**src/rtl/slink_pkg.sv**
```systemverilog
package slink_pkg;

    // Host register addresses
    typedef enum logic [1:0] {
        REG_RXDATA = 2'd0,
        REG_RXSTAT = 2'd1,
        REG_TXDATA = 2'd2,
        REG_TXSTAT = 2'd3
    } reg_addr_e;

    localparam int STAT_FLAG_BIT = 0;
    localparam int STAT_IEN_BIT  = 1;

    typedef enum logic {
        TX_IDLE,
        TX_SHIFT
    } tx_state_e;

    typedef enum logic [1:0] {
        RX_IDLE,
        RX_HDR,
        RX_DATA,
        RX_STOP
    } rx_state_e;

endpackage

```
**src/rtl/slink_tx.sv**
```systemverilog
module slink_tx
    import slink_pkg::*;
#(
    parameter int DATA_W = 8
) (
    input  logic              clk,
    input  logic              rst_n,
    input  logic              req_data,
    input  logic [DATA_W-1:0] data,
    input  logic              req_ack,
    output logic              take_data,
    output logic              take_ack,
    output logic              data_done,
    output logic              line
);
    localparam int PKT_W = DATA_W + 3;
    localparam int CNT_W = $clog2(PKT_W + 1);

    typedef struct packed {
        tx_state_e        st;
        logic [PKT_W-1:0] sh;
        logic [CNT_W-1:0] cnt;
        logic             is_data;
        logic             line;
    } tx_s;

    tx_s tx_q, tx_d;

    always_comb begin
        tx_d      = tx_q;
        tx_d.line = 1'b0;
        take_data = 1'b0;
        take_ack  = 1'b0;
        data_done = 1'b0;
        case (tx_q.st)
            TX_IDLE: begin
                // acknowledge wins a tie at idle; nothing preempts a packet
                if (req_ack) begin
                    take_ack     = 1'b1;
                    tx_d.st      = TX_SHIFT;
                    tx_d.sh      = PKT_W'(1);
                    tx_d.cnt     = CNT_W'(2);
                    tx_d.is_data = 1'b0;
                end else if (req_data) begin
                    take_data    = 1'b1;
                    tx_d.st      = TX_SHIFT;
                    tx_d.sh      = {1'b0, data, 2'b11};
                    tx_d.cnt     = CNT_W'(PKT_W);
                    tx_d.is_data = 1'b1;
                end
            end
            TX_SHIFT: begin
                tx_d.line = tx_q.sh[0];
                tx_d.sh   = tx_q.sh >> 1;
                tx_d.cnt  = tx_q.cnt - CNT_W'(1);
                if (tx_q.cnt == CNT_W'(1)) begin
                    tx_d.st   = TX_IDLE;
                    data_done = tx_q.is_data;
                end
            end
            default: tx_d.st = TX_IDLE;
        endcase
    end

    always_ff @(posedge clk) begin
        if (!rst_n) begin
            tx_q <= '{st: TX_IDLE, sh: '0, cnt: '0, is_data: 1'b0, line: 1'b0};
        end else begin
            tx_q <= tx_d;
        end
    end

    assign line = tx_q.line;

endmodule

```
**src/rtl/slink_rx.sv**
```systemverilog
module slink_rx
    import slink_pkg::*;
#(
    parameter int DATA_W = 8
) (
    input  logic              clk,
    input  logic              rst_n,
    input  logic              line,
    output logic              byte_vld,
    output logic [DATA_W-1:0] byte_out,
    output logic              ack_vld
);
    localparam int CNT_W = $clog2(DATA_W);

    typedef struct packed {
        rx_state_e         st;
        logic [CNT_W-1:0]  cnt;
        logic [DATA_W-1:0] sh;
        logic              byte_vld;
        logic              ack_vld;
    } rx_s;

    rx_s rx_q, rx_d;

    always_comb begin
        rx_d          = rx_q;
        rx_d.byte_vld = 1'b0;
        rx_d.ack_vld  = 1'b0;
        case (rx_q.st)
            RX_IDLE: if (line) rx_d.st = RX_HDR;
            RX_HDR: begin
                if (line) begin
                    rx_d.st  = RX_DATA;
                    rx_d.cnt = '0;
                end else begin
                    rx_d.st      = RX_IDLE;
                    rx_d.ack_vld = 1'b1;
                end
            end
            RX_DATA: begin
                rx_d.sh  = {line, rx_q.sh[DATA_W-1:1]};
                rx_d.cnt = rx_q.cnt + CNT_W'(1);
                if (rx_q.cnt == CNT_W'(DATA_W - 1)) rx_d.st = RX_STOP;
            end
            RX_STOP: begin
                rx_d.st       = RX_IDLE;
                rx_d.byte_vld = 1'b1;
            end
            default: rx_d.st = RX_IDLE;
        endcase
    end

    always_ff @(posedge clk) begin
        if (!rst_n) begin
            rx_q <= '{st: RX_IDLE, cnt: '0, sh: '0, byte_vld: 1'b0, ack_vld: 1'b0};
        end else begin
            rx_q <= rx_d;
        end
    end

    assign byte_vld = rx_q.byte_vld;
    assign byte_out = rx_q.sh;
    assign ack_vld  = rx_q.ack_vld;

endmodule

```
**src/rtl/slink_host_if.sv**
```systemverilog
module slink_host_if
    import slink_pkg::*;
#(
    parameter int DATA_W = 8
) (
    input  logic              clk,
    input  logic              rst_n,
    input  logic              host_sel,
    input  logic              host_wr,
    input  logic [1:0]        host_addr,
    input  logic [DATA_W-1:0] host_wdata,
    output logic [DATA_W-1:0] host_rdata,
    output logic              in_irq,
    output logic              out_irq,
    input  logic              ser_rx,
    output logic              ser_tx
);
    localparam int PAD_W = DATA_W - 2;

    typedef struct packed {
        logic              dp;
        logic [DATA_W-1:0] rx_buf;
        logic              in_ien;
        logic              out_ien;
        logic [DATA_W-1:0] obuf;
        logic              obuf_full;
        logic              inflight;
        logic              ack_got;
        logic              ack_pend;
    } host_s;

    host_s hq, hd;

    logic              rx_valid, rx_ack;
    logic [DATA_W-1:0] rx_byte;
    logic              take_data, take_ack, data_done;
    logic              rd_strobe, wr_strobe, out_ready;
    reg_addr_e         addr;

    slink_rx #(.DATA_W(DATA_W)) u_rx (
        .clk      (clk),
        .rst_n    (rst_n),
        .line     (ser_rx),
        .byte_vld (rx_valid),
        .byte_out (rx_byte),
        .ack_vld  (rx_ack)
    );

    slink_tx #(.DATA_W(DATA_W)) u_tx (
        .clk       (clk),
        .rst_n     (rst_n),
        .req_data  (hq.obuf_full),
        .data      (hq.obuf),
        .req_ack   (hq.ack_pend),
        .take_data (take_data),
        .take_ack  (take_ack),
        .data_done (data_done),
        .line      (ser_tx)
    );

    assign addr      = reg_addr_e'(host_addr);
    assign rd_strobe = host_sel & ~host_wr;
    assign wr_strobe = host_sel & host_wr;
    assign out_ready = ~hq.inflight & hq.ack_got;

    always_comb begin
        hd = hq;
        if (take_data) hd.obuf_full = 1'b0;
        if (take_ack)  hd.ack_pend  = 1'b0;
        if (data_done) hd.inflight  = 1'b0;
        if (rx_ack)    hd.ack_got   = 1'b1;

        if (rd_strobe && addr == REG_RXDATA && hq.dp) begin
            hd.dp       = 1'b0;
            hd.ack_pend = 1'b1;
        end
        if (rx_valid) begin
            hd.dp     = 1'b1;
            hd.rx_buf = rx_byte;
        end

        if (wr_strobe) begin
            case (addr)
                REG_RXSTAT: hd.in_ien  = host_wdata[STAT_IEN_BIT];
                REG_TXSTAT: hd.out_ien = host_wdata[STAT_IEN_BIT];
                REG_TXDATA: begin
                    if (out_ready) begin
                        hd.obuf      = host_wdata;
                        hd.obuf_full = 1'b1;
                        hd.inflight  = 1'b1;
                        hd.ack_got   = 1'b0;
                    end
                end
                default: ;
            endcase
        end
    end

    always_ff @(posedge clk) begin
        if (!rst_n) begin
            hq <= '{dp: 1'b0, rx_buf: '0, in_ien: 1'b0, out_ien: 1'b0,
                    obuf: '0, obuf_full: 1'b0, inflight: 1'b0,
                    ack_got: 1'b1, ack_pend: 1'b0};
        end else begin
            hq <= hd;
        end
    end

    always_comb begin
        case (addr)
            REG_RXDATA: host_rdata = hq.rx_buf;
            REG_RXSTAT: host_rdata = {{PAD_W{1'b0}}, hq.in_ien, hq.dp};
            REG_TXSTAT: host_rdata = {{PAD_W{1'b0}}, hq.out_ien, out_ready};
            default:    host_rdata = '0;
        endcase
    end

    assign in_irq  = hq.dp & hq.in_ien;
    assign out_irq = out_ready & hq.out_ien;

endmodule

```
**config.mk**
```make
export PLATFORM = sky130hd
export DESIGN_NAME = slink_host_if
export DESIGN_NICKNAME = d
export VERILOG_FILES = /design/src/rtl/slink_pkg.sv /design/src/rtl/slink_tx.sv /design/src/rtl/slink_rx.sv /design/src/rtl/slink_host_if.sv
export SDC_FILE = /design/constraint.sdc
export NUM_CORES = 1
export LEC_CHECK = 0
export BUFFER_PORTS_ARGS = -buffer_cell sky130_fd_sc_hd__buf_4
export CAP_MARGIN = 20
export CORE_ASPECT_RATIO = 1.2
export CORE_MARGIN = 2
export CORE_UTILIZATION = 57
export CTS_CLUSTER_SIZE = 14
export DETAILED_ROUTE_END_ITERATION = 10
export PLACE_DENSITY_LB_ADDON = 0.3
export SKIP_CTS_REPAIR_TIMING = 1
export SYNTH_ARGS = -nofsm -noshare
export SYNTH_HDL_FRONTEND = slang
export SYNTH_SLANG_ARGS = --single-unit
```
**constraint.sdc**
```tcl
create_clock -name clk -period 1.45 [get_ports clk]
set_input_delay 0.0725 -clock clk [delete_from_list [all_inputs] [get_ports clk]]
set_output_delay 0.0725 -clock clk [all_outputs]
set_load 0.005 [all_outputs]
```
==> results of run 1 <==
[worst max-delay path by stage]
stage / startpoint / to / slack (ps)
2_1_floorplan: hq[3] / u_tx.tx_q[12] / 180
3_3_place_gp: hq[3] / u_tx.tx_q[4] / 170
3_5_place_dp: hq[3] / u_tx.tx_q[5] / 80
4_1_cts: hq[3] / u_tx.tx_q[5] / 70
5_1_grt: hq[3] / u_tx.tx_q[4] / 70
6_report: hq[3] / u_tx.tx_q[4] / 170
[cells by family after synthesis]
group	after synthesis	synth area share, %
simple gates	95	19.7
flops	55	47.9
compound gates	42	12.1
mux	29	13.0
buf+inv	25	5.06
fa+ha+maj	4	2.18
[cell usage in the layout, fill, tap and decap left out, drive strengths merged, types with 3 or more instances in the layout]
cell type / n
a211oi: 3
a21oi: 15
a22oi: 7
and2: 8
buf: 34
clkbuf: 7
dfxtp: 55
ha: 4
inv: 9
mux2: 7
mux2i: 22
nand2: 37
nor2: 28
nor2b: 3
nor3: 5
nor4: 3
o21a: 4
o21ai: 5
[power groups by stage]
stage | combinational, uW | sequential, uW | clock, uW
2_1_floorplan | 119 | 1580 | 0
3_3_place_gp | 178 | 1590 | 0
3_5_place_dp | 180 | 1590 | 0
4_1_cts | 181 | 1560 | 936
5_1_grt | 201 | 1560 | 992
6_report | 181 | 1560 | 914
[worst min-delay path: cells and delay by family]
kind	cells	cell delay, ps
multiplexers	1	50
buffers and inverters	1	110
AND/OR/NAND/NOR	1	40
[area by class of cell]
| class | count | area (um^2) | area share, % |
|---|---|---|---|
| timing repair buffer | 35 | 278 | 10.4 |
| multi-input combinational | 170 | 1080 | 40.5 |
| sequential | 55 | 1100 | 41.3 |
| inverter | 9 | 33.8 | 1.27 |
| clock buffer | 7 | 96.3 | 3.61 |
| clock inverter | 1 | 7.51 | 0.282 |
| tap | 54 | 67.6 | 2.53 |
[layer usage]
metal	up-vias	part of all wire, %
met5	-	0
met3	5	2.7
met2	21	50
li1	911	-
met4	0	1.8
met1	819	45
[registers in the layout (all words and copies together), names as in the netlist]
name,flops
hq,23
u_rx.ack_vld,1
u_rx.byte_out,8
u_rx.byte_vld,1
u_rx.rx_q,5
u_tx.line,1
u_tx.tx_q,16
[metrics by stage]
| stage | cells | util [%] | cell area [um^2] |
|---|---|---|---|
| CTS | 330 | 67.9 | 2660 |
| global route | 331 | 68.2 | 2670 |
| detailed placement | 322 | 65.2 | 2550 |
| global placement | 322 | 65.2 | 2550 |
| finish | 331 | 68.2 | 2670 |
| floorplan | 250 | - | 2300 |
==> reports/results.tsv, run 1 <==
stage	metric	value	unit
outcome	status	finished, final reports clean	
final_layout	fill cell total of the finished layout	322	
setup_path	stage delay of the slowest cell on the critical path	390	ps
power	power density over the cells	996	nW/um^2
synth	cell with the most instances after synthesis	dfxtp_1	
sta	transition at the pin with the smallest max-transition slack	535	ps
drt	Detailed Route Iter0 Violations	89	
floorplanning	Starting Density	58.8	%
synth	average cell area after synthesis	9.19	um^2
setup_path	Required @ worst endpoint	1670	ps
global_routing	via count of the first global-routing pass	1604	
final_layout	antenna diode count	0	
setup_path	number of cells on the critical path	3	
synth	cell types with the largest area share after synthesis	dfxtp_1 (48%), mux2i_1 (9.6%), nand2_1 (6.0%)	
synth	fraction of synthesized cell area taken by the top area cell type	47.9	%
setup_path	endpoint of the worst register-to-register path	u_tx.tx_q[4]	
placed_design	IO Port Bufs	25	
final_layout	share of post-route cells with drive strength above 1	19.5	%
setup_path	Reg2Reg Depth	3	
global_routing	first-pass GRT wire length	6930	um
clocking	later-pin clock latency in the skew report	310	ps
synth	post-synthesis async set-or-reset flop share	0	%
sta	final setup margin	169	ps
floorplanning	number of core rows	25	
clocking	total number of clock tree sinks	55	
floorplanning	core outline area	3910	um^2
placed_design	final weighted congestion in routability-driven placement	0.819	
clocking	total CTS buffers	5	
drt	Routed wire per std cell	12.5	um
hold_path	path category of the worst min-delay check	in -> reg	
hold_path	end point of the worst hold path	hq[10]	
clocking	clock tree from TritonCTS	yes	
drt	Routed WL	4150	um
clocking	H-tree Lvls	2	
power	cell-internal power	2060	uW
setup_path	family with the most delay on the worst path	flip-flops	
hold_path	hold wc startpoint	host_wdata[6]	
synth	leading area contributor after synthesis	dfxtp_1	
drt	number of DRC violations after detailed routing	0	
synth	post-synthesis cell type count	38	
setup_path	Worst Path Buf+Inv	1	
floorplanning	top-level port count	26	
drt	remaining number of nets flagged by the antenna check after routing	0	
clocking	Clock Tree Buf Depth	2	
placed_design	Place WS	82.5	ps
synth	Syn Nets	269	
synth	Yosys warnings	0	
power	Total Power	2660	uW
job	number of max-cap violations	0	
sta	unrepaired setup endpoints after global routing	no	
floorplanning	Die Area	4560	um^2
sta	top achievable clock speed	0.781	GHz
clocking	clock input transition at the sequential cells of the worst setup and hold paths	100	ps
final_layout	number of nets in the layout	295	
synth	number of flip-flops and latches in the synthesized netlist	55	
synth	most used flip-flop cell after synthesis	dfxtp_1	
power	net switching power	599	uW
setup_path	register-to-register path setup slack	170	ps
global_routing	met2 track utilization from global routing	34.7	%
synth	share of synthesized area occupied by flip-flops and latches	47.9	%
sta	worst clock skew on the final layout	7.77	ps
drt	via total after detailed routing	1756	
power	Seq pwr share	58.7	%
setup_path	critical path fanouts, max	9	
global_routing	GR Util met3	4.58	%
synth	count of flip-flops with a built-in enable after synthesis	0	
sta	smallest hold slack	6.57	ps
global_routing	pin count of the biggest net entering global routing	34	
setup_path	library cell contributing the largest single delay on the critical path	dfxtp_2	
setup_path	startpoint of the worst register-to-register path	hq[3]	
sta	number of pins with negative max-slew slack in the final report	0	
setup_path	cells traversed along the worst timing path	buf_4 -> or3_1 -> a311oi_1	
global_routing	GRT Overall Usage	20.7	%
global_routing	gr busiest metal	met2	
sta	final period demand of the worst path	1280	ps
floorplanning	die height	73.6	um
final_layout	Syn-to-layout area delta	16.0	%
global_routing	grt total ovfl	0	
floorplanning	horizontal die dimension	62.0	um
sta	final setup violating endpoints	0	
clocking	root buf cell	clkbuf_8	
drt	vias per std cell	5.31	
power	maximum resistive drop on vdd	0.872	mV
setup_path	type of the worst setup path	reg -> reg	
drt	Pre-Repair DR Iteration Count	4	
global_routing	antenna violations before repair	0	
power	fraction of power consumed by the clock network	34.4	%
power	combinational power share	6.8	%
synth	cell area after technology mapping	2300	um^2
synth	synthesized instance count	250	
setup_path	Critical Path End Type	flop	
power	switching part of the total power	22.6	%
setup_path	startpoint types	flop	
sta	fraction of the cycle the final worst path needs	88.3	%
placed_design	detailed-placement wirelength estimate	2870	um
power	static power due to leakage	0.00104	uW
synth	Commonest cells post-synth	dfxtp_1 (55), nand2_1 (37), nor2_1 (28)	
sta	post-route setup TNS	0	ps
global_routing	global routing usage on met1	24.3	%
sta	Max-slew headroom	64.3	%
hold_path	cell depth of the worst min-delay path	3	
sta	Fin. Hold Viols	0	
setup_path	worst endpoint data arrival time	1500	ps
No activity file was read; power rests on OpenSTA's default activity.
==> inputs of run 2 (changes only) <==
--- a/config.mk
+++ b/config.mk
@@ -9,7 +9,7 @@
 export CAP_MARGIN = 20
 export CORE_ASPECT_RATIO = 1.2
 export CORE_MARGIN = 2
-export CORE_UTILIZATION = 57
+export CORE_UTILIZATION = 55
 export CTS_CLUSTER_SIZE = 14
 export DETAILED_ROUTE_END_ITERATION = 10
 export PLACE_DENSITY_LB_ADDON = 0.3
==> run 2 against run 1 <==
Net effect:
- cell count shrank 1.2%
- worst hold slack lost 2.7 ps
- critical path depth is the same
- register-to-register slack is essentially flat
- worst setup slack gained 8.6 ps
- core utilization shrank 2.0 points
- die area grew 3.4%
- sequential share of layout area grew 0.57 points
- critical endpoint is now u_tx.tx_q[8]
==> reports/results.tsv, run 2 (synthesis results as in run 1) <==
stage	metric	value	unit	change
outcome	status	finished, final reports clean		unchanged
final_layout	number of nets in the layout	291		was 295
sta	Fin. Hold Viols	0		unchanged
floorplanning	Die Area	4710	um^2	was 4560 um^2
floorplanning	Starting Density	57.9	%	was 58.8%
sta	transition at the pin with the smallest max-transition slack	507	ps	was 535 ps
global_routing	pin count of the biggest net entering global routing	34		unchanged
global_routing	via count of the first global-routing pass	1601		was 1,604
sta	top achievable clock speed	0.786	GHz	was 0.781 GHz
setup_path	family with the most delay on the worst path	flip-flops		unchanged
power	static power due to leakage	0.00102	uW	was 0.00104 uW
clocking	root buf cell	clkbuf_8		unchanged
placed_design	IO Port Bufs	25		unchanged
sta	post-route setup TNS	0	ps	unchanged
final_layout	leading cell type in the layout, fill and taps excluded	dfxtp_1		unchanged
sta	Max-slew headroom	66.2	%	was 64.3%
drt	Pre-Repair DR Iteration Count	4		unchanged
floorplanning	horizontal die dimension	63.0	um	was 62.0 um
placed_design	number of placed cells counting well taps	318		was 322
clocking	later-pin clock latency in the skew report	310	ps	about the same
hold_path	cell depth of the worst min-delay path	3		unchanged
final_layout	top register by number of flip-flops	hq		unchanged
drt	number of DRC violations after detailed routing	0		unchanged
setup_path	number of cells on the critical path	3		unchanged
final_layout	top library cells by usage in the layout, fill and taps aside	dfxtp_1 (54), nand2_1 (37), buf_4 (29)		was dfxtp_1 (54), nand2_1 (37), buf_4 (33)
job	number of max-cap violations	0		unchanged
drt	vias per std cell	5.34		was 5.31
sta	final period demand of the worst path	1270	ps	was 1280 ps
setup_path	critical path fanouts, max	15		was 9
floorplanning	core outline area	3970	um^2	was 3910 um^2
power	maximum resistive drop on vdd	0.775	mV	was 0.872 mV
drt	via total after detailed routing	1745		was 1,756
global_routing	antenna violations before repair	0		unchanged
floorplanning	number of core rows	25		unchanged
setup_path	startpoint types	flop		unchanged
floorplanning	die height	74.8	um	was 73.6 um
setup_path	library cell contributing the largest single delay on the critical path	dfxtp_2		unchanged
drt	Routed WL	4300	um	was 4150 um
setup_path	Worst Path Buf+Inv	0		was 1
final_layout	max FFs per register	23		unchanged
setup_path	Required @ worst endpoint	1650	ps	was 1670 ps
final_layout	Post-Route Utilization	66.2	%	was 68.2%
clocking	clock tree from TritonCTS	yes		unchanged
sta	fraction of the cycle the final worst path needs	87.7	%	was 88.3%
sta	final setup violating endpoints	0		unchanged
clocking	Clock Tree Buf Depth	2		unchanged
sta	unrepaired setup endpoints after global routing	no		unchanged
placed_design	detailed-placement wirelength estimate	2910	um	was 2870 um
drt	Detailed Route Iter0 Violations	80		was 89
floorplanning	top-level port count	26		unchanged
setup_path	stage delay of the slowest cell on the critical path	530	ps	was 390 ps
setup_path	cells traversed along the worst timing path	mux2_2 -> a22oi_1 -> nor2_1		was buf_4 -> or3_1 -> a311oi_1
final_layout	antenna diode count	0		unchanged
final_layout	share of post-route cells with drive strength above 1	18.3	%	was 19.5%
clocking	total CTS buffers	5		unchanged
final_layout	Syn-to-layout area delta	14.4	%	was 16.0%
setup_path	Critical Path End Type	flop		unchanged
placed_design	final weighted congestion in routability-driven placement	0.767		was 0.819
setup_path	Reg2Reg Depth	3		unchanged
drt	remaining number of nets flagged by the antenna check after routing	0		unchanged
hold_path	path category of the worst min-delay check	in -> reg		unchanged
clocking	total number of clock tree sinks	55		unchanged
setup_path	worst endpoint data arrival time	1470	ps	was 1500 ps
clocking	clock input transition at the sequential cells of the worst setup and hold paths	100	ps	about the same
sta	worst clock skew on the final layout	7.36	ps	was 7.77 ps
global_routing	GRT Overall Usage	19.7	%	was 20.7%
clocking	H-tree Lvls	2		unchanged
global_routing	grt total ovfl	0		unchanged
global_routing	first-pass GRT wire length	7390	um	was 6930 um
sta	number of pins with negative max-slew slack in the final report	0		unchanged
sta	smallest hold slack	3.88	ps	was 6.57 ps
drt	Routed wire per std cell	13.2	um	was 12.5 um
final_layout	Cell Count, Final, Fillers Out	327		was 331
setup_path	type of the worst setup path	reg -> reg		unchanged
power	power density over the cells	1000	nW/um^2	was 996 nW/um^2
## run 2: cell count changes in the layout (fill, tap and decap cells not counted)
cell,change
buf_4,-4
clkbuf_8,-2
clkinv_4,+2
clkinvlp_4,-1
inv_8,+1
## run 2: worst reg2reg max path: stages (launching register included)
cell and delay (ps):
dfxtp_2 530, mux2_2 390, a22oi_1 180, nor2_1 60
## run 2: worst paths after layout
kind | start | endpoint | slack (ps)
max reg2reg | hq[3] | u_tx.tx_q[8] | 180
max | hq[3] | u_tx.tx_q[8] | 180
min reg2reg | hq[10] | hq[10] | 460
min | host_wdata[6] | hq[10] | 4
## run 2: cell type report
cell class,instances,area (um^2)
multi-input cells,170,1080
well taps,54,67.6
fillers,351,1340
repair buffers,31,248
clock buffers,5,68.8
inverters,9,33.8
flip-flops and latches,55,1100
clock inverters,3,28.8
## run 2: power breakdown
part / internal (uW) / switching (uW) / leakage, uW
logic: 81.9 / 93.3 / 0.000522
registers: 1540 / 26.8 / 0.000445
clock network: 359 / 537 / 0.0000502
## run 2: per-stage QoR
| stage | power (uW) | area (um^2) | setup WS [ps] |
|---|---|---|---|
| CTS | 2640 | 2620 | 3.41 |
| global route | 2730 | 2630 | 42.4 |
| floorplan | 1700 | 2300 | 181 |
| detailed placement | 1770 | 2520 | 36.2 |
| global placement | 1770 | 2520 | 80.6 |
| finish | 2630 | 2630 | 178 |
## run 2: metal layers
layer,GRT usage [%],vias to the layer above,routed length [um]
met1,24.8,813,2000
met5,0,-,0
met4,6.67,0,51
li1,-,895,-
met3,4.63,4,181
met2,33.6,33,2070
